$ cat config.mk
export PLATFORM = sky130hd
export DESIGN_NAME = dual_pulse_timer
export DESIGN_NICKNAME = d
export VERILOG_FILES = /design/src/rtl/dual_pulse_pkg.sv /design/src/rtl/dual_pulse_dp.sv /design/src/rtl/dual_pulse_ctrl.sv /design/src/rtl/dual_pulse_timer.sv
export SDC_FILE = /design/constraint.sdc
export NUM_CORES = 1
export LEC_CHECK = 0
export CAP_MARGIN = 30
export CORE_MARGIN = 2
export CORE_UTILIZATION = 25
export CTS_CLUSTER_DIAMETER = 150
export DETAILED_ROUTE_END_ITERATION = 6
export PLACE_DENSITY = 0.51
export SLEW_MARGIN = 20
export SYNTH_ARGS = -nofsm -noshare
export SYNTH_HDL_FRONTEND = slang
export SYNTH_SLANG_ARGS = --single-unit
$ cat constraint.sdc
create_clock -name clk -period 3.3 [get_ports clk]
set_input_delay 0.66 -clock clk [delete_from_list [all_inputs] [get_ports clk]]
set_output_delay 0.66 -clock clk [all_outputs]
set_load 0.01 [all_outputs]
$ cat src/rtl/dual_pulse_pkg.sv
package dual_pulse_pkg;

  typedef enum logic [1:0] {
    PH_IDLE    = 2'd0,
    PH_WAITLOW = 2'd1,
    PH_DRIVE   = 2'd2
  } phase_e;

  // strobes from control to datapath
  typedef struct packed {
    logic capture;
    logic dropOut;
    logic raiseOk;
    logic relPins;
  } strobe_t;

  // status from datapath to control
  typedef struct packed {
    logic fall;
    logic lowHit;
    logic relHit;
  } status_t;

endpackage

$ cat src/rtl/dual_pulse_dp.sv
module dual_pulse_dp
  import dual_pulse_pkg::*;
#(
  parameter int TW          = 16,
  parameter int DW          = 8,
  parameter int NCH         = 2,
  parameter int EARLY_OFF   = 2,
  parameter int RELEASE_DLY = 8
) (
  input  logic              clk,
  input  logic              rstN,
  input  logic              senseIn,
  input  logic [NCH*DW-1:0] delayIn,
  input  strobe_t           stb,
  output status_t           stat,
  output logic [NCH-1:0]    padOut,
  output logic [NCH-1:0]    padOe,
  output logic [TW-1:0]     cycleLen
);

  localparam logic [TW-1:0] LOW_AT  = TW'(EARLY_OFF);
  localparam logic [TW-1:0] MIN_EFF = TW'(EARLY_OFF + 1);
  localparam logic [TW-1:0] REL_GAP = TW'(RELEASE_DLY);

  logic [TW-1:0] timer;
  logic [TW-1:0] capTime;
  logic [TW-1:0] prevCap;
  logic [TW-1:0] relAt;
  logic [TW-1:0] elapsed;
  logic [TW-1:0] maxNext;
  logic          havePrev;
  logic          senseLast;

  // free-running timebase
  always_ff @(posedge clk) begin
    if (!rstN) timer <= '0;
    else       timer <= timer + 1'b1;
  end

  always_ff @(posedge clk) begin
    if (!rstN) senseLast <= 1'b0;
    else       senseLast <= senseIn;
  end

  // largest requested delay, floored so a low phase always precedes a rise
  always_comb begin
    maxNext = MIN_EFF;
    for (int i = 0; i < NCH; i++) begin
      if (TW'(delayIn[i*DW +: DW]) > maxNext) maxNext = TW'(delayIn[i*DW +: DW]);
    end
  end

  // stamp, release point and period measurement
  always_ff @(posedge clk) begin
    if (!rstN) begin
      capTime  <= '0;
      prevCap  <= '0;
      relAt    <= '0;
      havePrev <= 1'b0;
      cycleLen <= '0;
    end else if (stb.capture) begin
      capTime  <= timer;
      relAt    <= maxNext + REL_GAP;
      prevCap  <= timer;
      havePrev <= 1'b1;
      if (havePrev) cycleLen <= timer - prevCap;
    end
  end

  assign elapsed     = timer - capTime;
  assign stat.fall   = senseLast & ~senseIn;
  assign stat.lowHit = (elapsed == LOW_AT);
  assign stat.relHit = (elapsed >= relAt);

  for (genvar g = 0; g < NCH; g++) begin : gChan
    logic [DW-1:0] dlyLat;
    logic          outQ;
    logic          oeQ;
    logic          reach;

    assign reach = (elapsed >= TW'(dlyLat));

    always_ff @(posedge clk) begin
      if (!rstN) begin
        dlyLat <= '0;
        outQ   <= 1'b1;
        oeQ    <= 1'b0;
      end else begin
        if (stb.capture) dlyLat <= delayIn[g*DW +: DW];
        if (stb.relPins) begin
          oeQ  <= 1'b0;
          outQ <= 1'b1;
        end else if (stb.dropOut) begin
          oeQ  <= 1'b1;
          outQ <= 1'b0;
        end else if (stb.raiseOk && reach) begin
          outQ <= 1'b1;
        end
      end
    end

    assign padOut[g] = outQ;
    assign padOe[g]  = oeQ;
  end

endmodule

$ cat src/rtl/dual_pulse_ctrl.sv
module dual_pulse_ctrl
  import dual_pulse_pkg::*;
(
  input  logic    clk,
  input  logic    rstN,
  input  status_t stat,
  output strobe_t stb,
  output logic    overrun
);

  phase_e phase;
  phase_e phaseNext;

  always_comb begin
    stb       = '0;
    phaseNext = phase;
    if (stat.fall) begin
      stb.capture = 1'b1;
      stb.relPins = (phase != PH_IDLE);
      phaseNext   = PH_WAITLOW;
    end else begin
      unique case (phase)
        PH_WAITLOW: begin
          if (stat.lowHit) begin
            stb.dropOut = 1'b1;
            phaseNext   = PH_DRIVE;
          end
        end
        PH_DRIVE: begin
          stb.raiseOk = 1'b1;
          if (stat.relHit) begin
            stb.relPins = 1'b1;
            phaseNext   = PH_IDLE;
          end
        end
        default: ;
      endcase
    end
  end

  always_ff @(posedge clk) begin
    if (!rstN) begin
      phase   <= PH_IDLE;
      overrun <= 1'b0;
    end else begin
      phase <= phaseNext;
      if (stat.fall) overrun <= (phase != PH_IDLE);
    end
  end

endmodule

$ cat src/rtl/dual_pulse_timer.sv
module dual_pulse_timer
  import dual_pulse_pkg::*;
#(
  parameter int TW          = 16,
  parameter int DW          = 8,
  parameter int NCH         = 2,
  parameter int EARLY_OFF   = 2,
  parameter int RELEASE_DLY = 8
) (
  input  logic              clk,
  input  logic              rstN,
  input  logic              senseIn,
  input  logic [NCH*DW-1:0] delayIn,
  output logic [NCH-1:0]    padOut,
  output logic [NCH-1:0]    padOe,
  output logic [TW-1:0]     cycleLen,
  output logic              overrun
);

  strobe_t stb;
  status_t stat;

  dual_pulse_dp #(
    .TW(TW), .DW(DW), .NCH(NCH),
    .EARLY_OFF(EARLY_OFF), .RELEASE_DLY(RELEASE_DLY)
  ) uDp (
    .clk      (clk),
    .rstN     (rstN),
    .senseIn  (senseIn),
    .delayIn  (delayIn),
    .stb      (stb),
    .stat     (stat),
    .padOut   (padOut),
    .padOe    (padOe),
    .cycleLen (cycleLen)
  );

  dual_pulse_ctrl uCtrl (
    .clk     (clk),
    .rstN    (rstN),
    .stat    (stat),
    .stb     (stb),
    .overrun (overrun)
  );

endmodule

==> metrics.txt <==
cts bufs inserted 9; Leak 2.651 nW; Unique masters post-synth 62; Tmin final 3.208 ns; critical path, cell by cell inv_2 > ha_2 > fa_2 > nand2b_4 > a211o_1 > buf_4 > nand2_2 > xnor2_2 > buf_4 > or4_4 > nor2_2 > a21boi_2 > or4b_1 > o31ai_1; Synth Net Count 712; mux contribution to synthesized area 0.3946%; Non-Filler Instances approximately 1,000; via density per instance approximately 4.4; compound-gate portion of the synthesized area 20.91%; CTS tree yes; # nets final 790; clk sinks 81; Register Area 0.001623 mm2; Setup Viol. Count Final 0; Synthesis Warnings 0; worst-case clock buffer depth 2; dpl cells roughly 970; Seq/Total Area, Yosys a little under a third; std cell rows 52; critical path data required time 3.56 ns; pwr/cell area 387.1 mW/mm2; Pwr Total 0.002562 W; Crit. End Element register; Worst Max-Slew Pin Slew between 0.7 and 0.8 ns; overall via count from detail_route 4,398; drt pass-1 iters 4; final hold violations 0; overall die width 146.5 um; post-DR wirelength/cell 12.49 um; initial antenna violation count 0; Die H 146.5 um; detailed placement HPWL between 8000 and 9000 um; Tcrit/Tclk final 97.20%; type of the worst setup path reg2reg; Final Slew Violations 0; HP Class reg2reg; area of the mapped netlist 0.005074 mm2; Seq cells post-synth 81; mean area per synthesized cell 7.940 um2; placed cell area 0.006076 mm2; Post-synth EDFFs 0; peak supply drop 237.5 uV; Placer Congestion roughly 0.74; Clock Pin Slew Worst Setup and Hold Paths 0.06 ns; asr flop ratio synth 0%; status finished, final reports clean; multi-input logic area 0.003342 mm2; worst r2r src uDp.timer[0]; post-synthesis xor/xnor area fraction 4.464%; n_diodes 0; main combinational cell family by area after synthesis simple AND/OR/NAND/NOR gates; Setup crit start uDp.timer[0]; max frequency 0.3118 GHz; Max stage delay cell, worst path or4_4; DIE AREA 0.02145 mm2; root buf cell clkbuf_16; worst skew pair latency 0.34 ns; Top FF cell, synth dfxtp_1; Post-Route WL 12,390 um; Routed Antenna Nets 0; final worst slack around 0.09 ns; layout cells sized above 1 17.59%; largest net degree at the start of global routing 49; hold buffer count at cts 0; FILL cells 2,138; Worst Path Arrival 3.47 ns; DRC Markers 0; post-synthesis simple-gate area fraction between 20% and 30%; design area ~0.0066 mm2; slew margin rel. 50.64%; Crit path largest cell delay 0.51 ns; worst path buffer plus inverter count 3; WHS ~0.46 ns; worst hold start uDp.capTime[13]; first-pass GRT wire length 20,860 um; Worst setup SP type register; GRT Total Usage between 10% and 20%; cell mode on critical path buf_4; Iter 0 DRT Violations 155; CORE AREA 0.02010 mm2; GRT Residual Overflow 0; number of max-cap violations 0; IO buf count 39; area share of fa/ha/maj cells after synthesis roughly 13%; Synth Instances around 640; setup slack at placement -0.5889 ns; H-tree depth 3; Crit path max-delay family simple AND/OR/NAND/NOR gates; crit path max fanout 4; vias in the first global route 4,291; initial core utilization around 25%; io pins 40; Area Overhead vs Synth 30.48%; final setup skew 0.007680 ns
==> Yosys cell counts, types with 8 or more instances <==
cell,number,share of area (%)
nand2b_1,8,0.99
o21ai_0,28,2.8
clkbuf_1,26,1.9
nand3_1,18,1.8
dfxtp_1,81,32
a21oi_1,29,2.9
a21boi_0,47,7.0
nand2_1,119,8.8
and2_1,22,2.7
a21o_1,9,1.3
nor2_1,19,1.4
ha_1,53,13
xnor2_1,17,2.9
nor2b_1,9,1.1
inv_1,53,3.9
==> what timing repair did <==
item                                    in CTS  in global routing
endpoints found under the setup margin       6                  8
gates cloned                                 0                  0
resized for setup                           18                 41
buffers inserted                             3                  5
pin swaps                                   10                 27
==> logic make-up (layout without fill, tap and decap cells) <==
group                    Yosys count  in the layout
flip-flops                        81             81
AO/OA/AOI/OAI                    157            157
buffers and inverters             86            169
XOR/XNOR                          25             25
AND/OR/NAND/NOR                  234            234
multiplexers                       2              2
adder cells (fa/ha/maj)           54             54
==> layer usage <==
metal  global-route usage (%)  up-vias  share of wire (%)
met5                        0        -                  0
met4                    3.447        0                1.4
met3                    1.906       13                1.9
met2                    19.72       45                 47
met1                    15.73     2004                 50
li1                         -     2336                  -
==> final cells by class <==
class                           count  share of cell area (%)
Sequential cell                    81                   24.51
Multi-Input combinational cell    472                   50.48
Inverter                           53                   3.005
Clock inverter                      6                  0.6804
Tap cell                          270                   5.103
Clock buffer                       10                   3.459
Timing Repair Buffer              100                   12.76
==> sequential cells by signal, indices dropped and copies added (netlist names), 2 cells and up <==
name	count
uCtrl.phase	2
uDp.capTime	16
uDp.cycleLen	16
uDp.gChan.dlyLat	16
uDp.gChan.outQ	2
uDp.relAt	9
uDp.timer	16
==> cells in the final DEF, fill, tap and decap left out, drive strengths merged, types with 12 or more instances in the layout <==
cell and n:
a21oi 31, ha 53, nor2 21, nand3 18, a21boi 48, xnor2 17
dfxtp 81, o21ai 30, buf 62, inv 53, and2 22, nand2 120
clkdlybuf4s50 33, clkbuf 12
==> power by group <==
part / switching, W / internal, W
logic: 0.000307 / 0.000298
registers: 0.0000120 / 0.00100
clock network: 0.000434 / 0.000511
total: 0.000753 / 0.00181
==> worst register-to-register path, stage by stage, from the launching register on <==
cell	delay, ns
dfxtp_2	0.33
inv_2	0.03
ha_2	0.17
fa_2	0.36
nand2b_4	0.17
a211o_1	0.28
buf_4	0.14
nand2_2	0.09
xnor2_2	0.09
buf_4	0.17
or4_4	0.51
nor2_2	0.15
a21boi_2	0.08
or4b_1	0.50
o31ai_1	0.07
==> through the flow <==
stage / TNS [ns] / utilization [%]
finish: 0 / 32.93
global route: -0.01412 / 32.93
CTS: 0 / 32.00
detailed placement: -2.586 / 30.22
global placement: -2.273 / 30.22
floorplan: 0 / -
==> final timing paths <==
kind                      to  slack, ns  cells past startpoint
max           uCtrl.phase[1]       0.09                     14
min          uDp.capTime[13]       0.46                      2
max reg2reg   uCtrl.phase[1]       0.09                     14
min reg2reg  uDp.capTime[13]       0.46                      2
Note: power is estimated with default switching activity, not from simulation.
